[config.mk]
export PLATFORM = sky130hd
export DESIGN_NAME = wdog_strobe
export DESIGN_NICKNAME = d
export VERILOG_FILES = /design/src/rtl/wdog_strobe.sv
export SDC_FILE = /design/constraint.sdc
export NUM_CORES = 1
export LEC_CHECK = 0
export BUFFER_PORTS_ARGS = -buffer_cell sky130_fd_sc_hd__buf_4
export CORE_ASPECT_RATIO = 1.1
export CORE_UTILIZATION = 53
export CTS_BUF_LIST = sky130_fd_sc_hd__clkbuf_2
export DETAILED_ROUTE_END_ITERATION = 6
export GPL_TIMING_DRIVEN = 0
export HOLD_SLACK_MARGIN = 0.03
export PLACE_DENSITY = 0.91
export SYNTH_ARGS = -nofsm -noshare
export SYNTH_HDL_FRONTEND = slang
export SYNTH_SLANG_ARGS = --single-unit
[constraint.sdc]
create_clock -name clk -period 1.9 [get_ports clk]
set_input_delay 0 -clock clk [delete_from_list [all_inputs] [get_ports clk]]
set_output_delay 0 -clock clk [all_outputs]
set_load 0.1 [all_outputs]
[src/rtl/wdog_strobe.sv]
module wdog_strobe #(
  parameter int TMO_W = 6,
  parameter logic [TMO_W-1:0] INIT_TMO = '1
) (
  input  logic             clk,
  input  logic             rst_n,
  input  logic             tick,
  input  logic             osc_en,
  input  logic             wr_en,
  input  logic [TMO_W+1:0] wr_data,
  output logic [TMO_W+1:0] rd_data,
  output logic             timeout_pulse
);

  localparam int STB_BIT  = TMO_W + 1;
  localparam int LOCK_BIT = TMO_W;

  logic [TMO_W-1:0] tmo_q;
  logic [TMO_W-1:0] cnt_q;
  logic             lock_q;
  logic             pend_q;
  logic             pulse_q;

  wire tk      = tick & osc_en;
  wire wr_stb  = wr_en & wr_data[STB_BIT];
  wire off     = (tmo_q == '0);
  wire expire  = tk & ~pend_q & ~off & (cnt_q == TMO_W'(1));

  assign rd_data       = {1'b0, lock_q, tmo_q};
  assign timeout_pulse = pulse_q;

  always_ff @(posedge clk or negedge rst_n) begin
    if (!rst_n) begin
      tmo_q  <= INIT_TMO;
      lock_q <= 1'b0;
    end else if (wr_en) begin
      lock_q <= wr_data[LOCK_BIT];
      if (!lock_q) tmo_q <= wr_data[TMO_W-1:0];
    end
  end

  always_ff @(posedge clk or negedge rst_n) begin
    if (!rst_n) begin
      pend_q <= 1'b0;
    end else if (wr_stb) begin
      pend_q <= 1'b1;
    end else if (tk) begin
      pend_q <= 1'b0;
    end
  end

  always_ff @(posedge clk or negedge rst_n) begin
    if (!rst_n) begin
      cnt_q <= INIT_TMO;
    end else if (tk) begin
      if (pend_q)            cnt_q <= tmo_q;
      else if (off)          cnt_q <= '0;
      else if (cnt_q != '0)  cnt_q <= cnt_q - TMO_W'(1);
    end
  end

  always_ff @(posedge clk or negedge rst_n) begin
    if (!rst_n) pulse_q <= 1'b0;
    else        pulse_q <= expire;
  end

  assert_pulse_single_R9: assert property (@(posedge clk) disable iff (!rst_n)
    timeout_pulse |=> !timeout_pulse);

  assert_pulse_after_tick_R8: assert property (@(posedge clk) disable iff (!rst_n)
    timeout_pulse |-> $past(tick && osc_en));

  assert_osc_hold_R8: assert property (@(posedge clk) disable iff (!rst_n)
    !osc_en |=> $stable(cnt_q));

  assert_locked_field_R4: assert property (@(posedge clk) disable iff (!rst_n)
    (wr_en && lock_q) |=> $stable(tmo_q));

  assert_disabled_quiet_R7: assert property (@(posedge clk) disable iff (!rst_n)
    (tk && !pend_q && off) |=> (cnt_q == '0) && !timeout_pulse);

  assert_rest_after_timeout_R9: assert property (@(posedge clk) disable iff (!rst_n)
    (cnt_q == '0 && !pend_q && !wr_stb) |=> cnt_q == '0);

  assert_reload_R2: assert property (@(posedge clk) disable iff (!rst_n)
    (tk && pend_q && !wr_stb) |=> (cnt_q == $past(tmo_q)) && !pend_q);

endmodule

==> results of run 1 <==
## metrics by stage
stage | hold slack (ns) | cell area, µm² | total power, mW | instances | worst slack [ns]
global placement | -0.141 | 1010 | 1.16 | 112 | 0.453
detailed placement | -0.137 | 1010 | 1.19 | 112 | 0.402
CTS | 0.0570 | 1140 | 1.37 | 127 | 0.368
floorplan | -0.296 | 842 | 1.04 | 76 | 0.182
global route | 0.0393 | 1140 | 1.48 | 127 | 0.187
finish | 0.0366 | 1140 | 1.42 | 127 | 0.314
## cell families after synthesis
| family | Yosys count | share of synthesized area, % |
|---|---|---|
| xor+xnor | 1 | 1.04 |
| buf+inv | 8 | 4.90 |
| flops | 15 | 46.4 |
| mux | 7 | 9.36 |
| fa+ha+maj | 3 | 4.46 |
| other cells | 1 | 0.445 |
| compound gates | 21 | 19.2 |
| simple gates | 20 | 14.3 |
## repair_timing
| item | CTS | global route |
|---|---|---|
| hold buffers | 11 | 0 |
| hold endpoints to repair | 23 | 0 |
| setup buffers | 0 | 0 |
## worst max path at each step
stage	end
finish	cnt_q[4]
global route	cnt_q[4]
CTS	cnt_q[4]
detailed placement	cnt_q[4]
global placement	cnt_q[4]
floorplan	cnt_q[4]
## layout by cell type (no fill, tap or decap), types with 2 or more instances in the layout
cell	instances
a22o_1	2
dfrtp_1	3
a21oi_1	5
a21o_1	3
nand3_1	3
dfstp_2	12
nor3_1	2
nand2_1	4
nor2_1	4
nor4_2	2
dlygate4sd3_1	11
inv_1	4
buf_4	22
ha_1	3
a22oi_1	2
clkbuf_2	3
mux2_2	7
## metal layers
layer	GRT usage, %	share of wire (%)
met2	57.4	50
met3	8.21	9.3
met5	0	0
met1	42.1	36
met4	17.2	4.9
## flip-flops by register name, indices dropped and copies added, names as in the netlist
name / count
cnt_q: 6
pend_q: 1
lock_q: 1
tmo_q: 6
timeout_pulse: 1
## where the power goes
group          internal [mW]  leakage, nW  switching (mW)
Clock                 0.0491       0.0126           0.122
Combinational          0.224        0.325           0.422
Sequential             0.465        0.163           0.139
## worst reg2reg max path, stage by stage (launching register included)
cell and delay, ns:
dfstp_2 0.62, nor2_1 0.10, a21oi_1 0.34, nand3_1 0.16, o31ai_1 0.27
## cell type report
| class | count | area (µm²) | area share (%) |
|---|---|---|---|
| Timing Repair Buffer | 31 | 260 | 22.7 |
| Clock buffer | 3 | 15.0 | 1.31 |
| Tap cell | 16 | 20.0 | 1.75 |
| Clock inverter | 1 | 7.51 | 0.656 |
| Inverter | 4 | 15.0 | 1.31 |
| Sequential cell | 15 | 390 | 34.1 |
| Buffer | 4 | 26.3 | 2.30 |
| Multi-Input combinational cell | 53 | 410 | 35.8 |
==> flow_summary.yaml, run 1 <==
timing:
  hold_viol_final: 0
  setup_viol: 0
  finalCritPeriodShare_pct: 83.5
  fin_setup_tns_ns: 0
  fin_crit_ns: 1.59
  rsz0062_at_grt: "no"
  finClkSkew_ns: 0.0197
  fmax_mhz: 631
  drv_slew: 0
grt:
  grt_pass1_wl_um: 4060
  grt.total_usage_pct: 35.3
  grt_pass1_vias: 860
  grt_max_degree: 16
  antenna_found_initial: 0
  overflow: 0
floorplanning:
  initial_core_util_pct: 59.3
  core_um2: 1420
  die_y_um: 43.8
  die_area_um2: 1750
  rows: 14
  fp.dieW_um: 40.0
  io_pins: 22
routing:
  dr.pass1.iters: 4
  drt_iter0_drc: 43
  wl_per_cell_um: 19.3
  drc: 0
  vias: 820
  postRouteAntennaNets: 0
  drt-total-wl_um: 2450
  vias_per_cell: 6.46
clock_network:
  clock_latency_ns: 0.32
  cts_tree: "yes"
  cts_resized: 0
  numClockSinks: 15
  cts_buffer_depth: 2
  cts.clk_slew.worst_paths_ns: 0.18
  cts_buffers: 3
  h-tree-depth: 1
  root_buffer: "clkbuf_2"
setup_path:
  max_stage_delay_ns: 0.62
  worstPathRequired_ns: 2.13
  r2r_cells: 4
  startpoint_type: "register"
  cp_top_family: "flip-flops"
  path_cells: "nor2_1 -> a21oi_1 -> nand3_1 -> o31ai_1"
  critPathKind: "register to register"
  end_kind: "register"
  arrival_ns: 1.81
  cp_num_cells: 4
  r2r-end: "cnt_q[4]"
  startpoint: "tmo_q[5]"
  cp_max_fo: 5
  cpMaxStageDelayCell: "dfstp_2"
  ff2ff_setup_slack_ns: 0.31
  worstReg2RegStart: "tmo_q[5]"
  critPathBufInv: 0
power_and_ir_drop:
  ir_drop_mv: 0.928
  p_leak_nw: 0.501
  power_density_nw_per_um2: 1240
synth:
  yosys.area.top_type: "dfstp_2"
  synth_cell_types: 33
  synth_edf_count: 0
  avgSynthCellArea_um2: 11.1
  syn_nets: 92
  synth_area_leaders: "dfstp_2, mux2_2, dfrtp_1"
  syn_inst: 76
  synth.yosys.seq_area_share_pct: 46.4
  synth_commonest_cells: "dfstp_2, mux2_2, a21oi_1"
  synth_area_um2: 842
  synth_flop_cell: "dfstp_2"
  ys_ff_latch: 15
  synth_top_area_share_pct: 37.4
  ys_warn_count: 0
  synthMostInstantiatedCell: "dfstp_2"
  async_flop_share_pct: 100
cells_and_area:
  fin_util_pct: 80.7
  n_fill_cell: 59
  nNetsFinal: 128
  area_growth_pct: 36.0
  diodes: 0
  drive_gt1_share_pct: 45.9
placed_design:
  dp_hpwl_um: 1460
  routabilityCongestion: 0.893
  numPortBuffers: 20
status:
  status: "complete, no violations"
run:
  maxCapViolCount: 0
hold_path:
  hold_class: "primary input to asynchronous set/reset pin"
Note: power is estimated with default switching activity, not from simulation.
==> run 2, diff against run 1 <==
ABC_AREA = 1   (was default)
CORE_UTILIZATION = 48   (was 53)
PLACE_DENSITY = 0.88   (was 0.91)
clock period = 1.4 ns   (was 1.9 ns; I/O delays follow)
==> run 2 against run 1 <==
- synthesized cell count up 30%
- setup slack worse by 0.28 ns
- critical path depth up 3
- global-route usage down 13 points
- total power up 41%
- routed wire length down 13%
- sequential share of layout area down 1.3 points
- largest power group unchanged
- highest routed layer unchanged
==> flow_summary.yaml, run 2 <==
synth:
  ys_warn_count: 0
  synthSimpleGateAreaFrac_pct: 26.7
  synth_fa_ha_area_share_pct: 4.52
  synthMuxAreaShare_pct: 8.14
  synth_area_leaders: "dfstp_2, nand2_1, dfrtp_1"
  yosys.area.top_type: "dfstp_2"
  synth_flop_cell: "dfstp_2"
  synth_commonest_cells: "nand2_1, dfstp_2, inv_1, mux2_2, o21ai_0"
  syn_inst: 99
  synth_edf_count: 0
  avgSynthCellArea_um2: 8.38
  synth.yosys.seq_area_share_pct: 47.1
  async_flop_share_pct: 100
  synthMostInstantiatedCell: "nand2_1"
  synth-xor-area-share_pct: 3.17
  ys_ff_latch: 15
  synth_top_area_share_pct: 38.0
  synth-compound-area-share_pct: 4.07
  syn_nets: 115
  synth_cell_types: 19
  synth_top_family_by_area: "simple AND/OR/NAND/NOR gates"
  synth_area_um2: 830
clock_network:
  cts.clk_slew.worst_paths_ns: 0.14
  h-tree-depth: 1
  cts_buffer_depth: 2
  numClockSinks: 15
  clock_latency_ns: 0.28
  root_buffer: "clkbuf_2"
  cts_buffers: 3
  cts_tree: "yes"
setup_path:
  cp_max_fo: 6
  r2r-end: "cnt_q[0]"
  max_stage_delay_ns: 0.60
  arrival_ns: 1.59
  startpoint: "cnt_q[0]"
  worstPathRequired_ns: 1.62
  critPathKind: "register to register"
  cpMaxStageDelayCell: "dfstp_2"
  crit_top_cell: "nand2_1"
  path_cells: "inv_2 -> ha_2 -> nand2_2 -> nor2_4 -> a21oi_4 -> nand2_1 -> nand2_1"
  end_kind: "register"
  worstReg2RegStart: "cnt_q[0]"
  r2r_cells: 7
  ff2ff_setup_slack_ns: 0.03
  startpoint_type: "register"
cells_and_area:
  nNetsFinal: 156
  stdcell_count: 156
  diodes: 0
  top_regs: "cnt_q (6), tmo_q (6)"
  final_common_cell: "nand2_1"
  final_cell_mix: "nand2_1, buf_4, dlygate4sd3_1"
  design_area_um2: 1260
  n_fill_cell: 99
  area_growth_pct: 51.6
  drive_gt1_share_pct: 50.4
routing:
  dr.pass1.iters: 4
  vias_per_cell: 5.19
  vias: 810
  postRouteAntennaNets: 0
  drt_iter0_drc: 31
  drc: 0
  drt-total-wl_um: 2140
  wl_per_cell_um: 13.7
power_and_ir_drop:
  swShare_pct: 46.3
  net-switching-power_uw: 925
  p_int_mw: 1.07
  seqPwrFrac_pct: 37.2
  p_total_mw: 2.00
  power_density_nw_per_um2: 1590
  p_leak_nw: 0.611
  clkPwrFrac_pct: 10.4
  combPwrFrac_pct: 52.3
  ir_drop_mv: 1.15
hold_path:
  hold_class: "primary input to register"
  min_path_cells: 5
  hold_start: "osc_en"
  whs_endpoint: "cnt_q[5]"
timing:
  drv_slew: 0
  hold_viol_final: 0
  fin_setup_tns_ns: 0
  fmax_mhz: 731
  whs_ns: 0.0864
  finalCritPeriodShare_pct: 97.7
  setup_viol: 0
  fin_crit_ns: 1.37
  finClkSkew_ns: 0.00690
floorplanning:
  io_pins: 22
  die_y_um: 45.6
  core_um2: 1600
  initial_core_util_pct: 52.0
  die_area_um2: 1900
  rows: 15
  fp.dieW_um: 41.6
grt:
  grt.total_usage_pct: 22.5
  antenna_found_initial: 0
  grt_pass1_wl_um: 3130
  grt_max_degree: 16
  overflow: 0
  grt_pass1_vias: 725
placed_design:
  numPortBuffers: 20
  dp.cells: 136
  routabilityCongestion: 0.727
  dp_hpwl_um: 1210
  dpl_cell_area_um2: 1020
run:
  maxCapViolCount: 0
status:
  status: "complete, no violations"
[run 2: cell count changes in the layout (fill, tap and decap cells not counted), sizes merged, moves of 2 or more]
cell	before	now
o21ai	1	5
a22o	2	0
buf	22	28
xnor2	0	2
nor4	2	0
nand2	4	42
nor2	4	6
a21o	3	0
o31ai	2	0
a22oi	2	0
a21oi	5	1
inv	4	9
[run 2: worst max path at each step]
stage | end
global route | cnt_q[0]
detailed placement | cnt_q[2]
floorplan | cnt_q[0]
global placement | cnt_q[1]
CTS | cnt_q[4]
finish | cnt_q[0]
[run 2: cell families after synthesis]
logic type,count (synthesis)
and+or+nand+nor,54
other,1
adders and majority gates,3
buffers and inverters,11
xor gates and xnor gates,3
muxes,6
DFF,15
AOI/OAI and AO/OA,6
[run 2: what timing repair did]
action                                  CTS  global route
endpoints found under the hold margin    23             0
hold buffers                             10             0
gates resized for setup                   1            19
pin swaps                                 0            10
endpoints found under the setup margin    6             6
buffers inserted                          0             6
[run 2: cell type report]
class | instances | area (µm²) | share of cell area (%)
timing repair buffer | 36 | 299 | 23.8
tap | 17 | 21.3 | 1.69
multi-input combinational | 73 | 453 | 36.0
inverter | 9 | 36.3 | 2.89
buffer | 2 | 15.0 | 1.19
sequential | 15 | 413 | 32.8
clock buffer | 4 | 20.0 | 1.59
[run 2: metal layers]
metal	track usage [%]	up-vias	share of wire (%)
li1	-	386	-
met1	25.8	382	41
met2	40.9	36	52
met3	4.76	6	4.8
met4	9.68	0	1.9
met5	0	-	0
[run 2: metrics by stage]
| stage | worst slack, ns | utilization, % |
|---|---|---|
| 2_1_floorplan | -0.0176 | - |
| 3_3_place_gp | 0.00488 | 64.2 |
| 3_5_place_dp | -0.0216 | 64.2 |
| 4_1_cts | 0.0168 | 72.2 |
| 5_1_grt | -0.0149 | 78.8 |
| 6_report | 0.0317 | 78.8 |
[run 2: worst max-delay path: cells and delay by family (launching register included)]
family	cells	cell delay, ns
flops	1	0.60
simple gates	4	0.30
compound gates	1	0.20
fa+ha+maj	1	0.17
buf+inv	1	0.05
[run 2: power by group through the flow]
stage / combinational (mW) / sequential [mW] / clock [mW]
2_1_floorplan: 0.439 / 0.956 / 0
3_3_place_gp: 0.806 / 0.732 / 0
3_5_place_dp: 0.827 / 0.739 / 0
4_1_cts: 0.863 / 0.732 / 0.215
5_1_grt: 1.12 / 0.759 / 0.231
6_report: 1.05 / 0.744 / 0.208
==> run 3, diff against run 2 <==
PLACE_DENSITY = 0.84   (was 0.88)
==> run 3 against run 2 <==
- register-to-register slack barely moved
- count of clock-buffer cells in the layout fell by 1
- non-clock buffer count fell by 3
- total power fell by 0.23%
- sequential share of layout area rose by 0.63 points
- via count fell by 3.8%
- routed wire length fell by 4.6%
- critical path depth did not move
- largest cell class unchanged
==> flow_summary.yaml, run 3 (synthesis results as in run 2) <==
status:
  status: "complete, no violations"
setup_path:
  end_kind: "register"
  cp_top_family: "flip-flops"
  cp_max_fo: 6
  critPathBufInv: 1
  startpoint: "cnt_q[1]"
  cpMaxStageDelayCell: "dfstp_2"
  startpoint_type: "register"
  crit_top_cell: "nand2_1"
  critPathKind: "register to register"
  worstReg2RegStart: "cnt_q[1]"
  arrival_ns: 1.61
  max_stage_delay_ns: 0.60
  path_cells: "inv_4 -> ha_4 -> nand2_4 -> nor2_4 -> a21oi_4 -> nand2_1 -> nand2_1"
  worstPathRequired_ns: 1.65
cells_and_area:
  drive_gt1_share_pct: 46.3
  area_growth_pct: 48.7
  top_regs: "cnt_q (6), tmo_q (6)"
  final_common_cell: "nand2_1"
  nNetsFinal: 153
  stdcell_count: 153
  final_cell_mix: "nand2_1, buf_4, dlygate4sd3_1"
  ff_latch_area_um2: 413
  n_fill_cell: 111
  diodes: 0
  multi_input_area_um2: 450
clock_network:
  root_buffer: "clkbuf_2"
  cts_buffer_depth: 2
  cts_buffers: 3
  clock_latency_ns: 0.30
  cts_tree: "yes"
  numClockSinks: 15
  cts.clk_slew.worst_paths_ns: 0.15
  h-tree-depth: 1
placed_design:
  routabilityCongestion: 0.756
  numPortBuffers: 20
  dp_hpwl_um: 1250
  dp.cells: 136
  place_ws_ns: -0.0814
floorplanning:
  fp.dieW_um: 41.6
  die_y_um: 45.6
  die_area_um2: 1900
  core_um2: 1600
  io_pins: 22
  rows: 15
  initial_core_util_pct: 52.0
timing:
  finalCritPeriodShare_pct: 96.9
  hold_viol_final: 0
  fmax_mhz: 737
  drv_slew: 0
  layout_setup_ws_ns: 0.0430
  finClkSkew_ns: 0.00678
  rsz0062_at_grt: "yes"
  setup_viol: 0
  fin_crit_ns: 1.36
grt:
  grt.total_usage_pct: 22.9
  overflow: 0
  grt_max_degree: 16
  antenna_found_initial: 0
  grt_pass1_vias: 731
  grt_pass1_wl_um: 3140
routing:
  wl_per_cell_um: 13.4
  vias: 779
  drt_iter0_drc: 8
  vias_per_cell: 5.09
  drt-total-wl_um: 2040
  dr.pass1.iters: 4
  drc: 0
  postRouteAntennaNets: 0
power_and_ir_drop:
  ir_drop_mv: 1.03
  p_leak_nw: 0.592
  power_density_nw_per_um2: 1620
hold_path:
  hold_class: "primary input to register"
  hold_start: "osc_en"
run:
  maxCapViolCount: 0
-- run 3: cell types whose count changed in the layout (fill, tap and decap cells not counted), sizes merged --
cell,before,now
buf,28,25
clkbuf,4,3
clkinv,0,1
-- run 3: worst paths after layout --
path                       depth (start not counted)  slack, ns       end
min in group asynchronous                          2       0.09    pend_q
hold reg to reg                                    2       0.48  cnt_q[4]
max in group asynchronous                          2       1.07  cnt_q[0]
hold / removal                                     5       0.07  cnt_q[2]
setup / recovery                                   7       0.04  cnt_q[1]
setup reg to reg                                   7       0.04  cnt_q[1]
-- run 3: what timing repair did --
| action | CTS | global route |
|---|---|---|
| hold endpoints to repair | 23 | 0 |
| resized for setup | 1 | 17 |
| hold buffers | 10 | 0 |
| setup endpoints to repair | 6 | 6 |
| pin swaps | 1 | 6 |
| setup buffers | 1 | 2 |
-- run 3: metrics by stage --
| stage | TNS (ns) | power, mW | hold WS, ns | instance area [µm²] | util, % |
|---|---|---|---|---|---|
| 3_3_place_gp | 0 | 1.54 | -0.143 | 1020 | 64.2 |
| 4_1_cts | 0 | 1.84 | 0.0591 | 1160 | 72.6 |
| 5_1_grt | -0.109 | 2.12 | 0.0864 | 1230 | 77.3 |
| 6_report | 0 | 1.99 | 0.0705 | 1230 | 77.3 |
| 3_5_place_dp | -0.446 | 1.58 | -0.139 | 1020 | 64.2 |
| 2_1_floorplan | -0.106 | 1.40 | -0.296 | 852 | - |
-- run 3: final cells by class --
class	instances	area share, %
clock buffer	3	1.22
multi-input combinational	73	36.5
sequential	15	33.5
clock inverter	1	0.406
tap	17	1.72
inverter	9	3.35
buffer	2	1.22
timing repair buffer	33	22.1
-- run 3: per-layer routing --
metal / wire, µm / part of all wire [%] / track usage, % / vias to the layer above
met5: 0 / 0 / 0 / -
met4: 35 / 1.7 / 10.3 / 0
met3: 103 / 5.0 / 5.95 / 5
met2: 1090 / 53 / 41.6 / 30
met1: 818 / 40 / 25.5 / 364
li1: - / - / - / 380
-- run 3: tightest hold or removal path: cells and delay by family --
| family | cells | cell delay [ns] |
|---|---|---|
| AOI/OAI and AO/OA | 1 | 0.07 |
| and+or+nand+nor | 3 | 0.21 |
| buffers and inverters | 1 | 0.10 |
-- run 3: power by group --
part           total, mW  internal [mW]  leakage [nW]  switching (mW)
clock              0.209         0.0646        0.0164           0.145
combinational       1.04          0.373         0.410           0.666
sequential         0.745          0.628         0.166           0.117
total               1.99           1.07         0.592           0.928
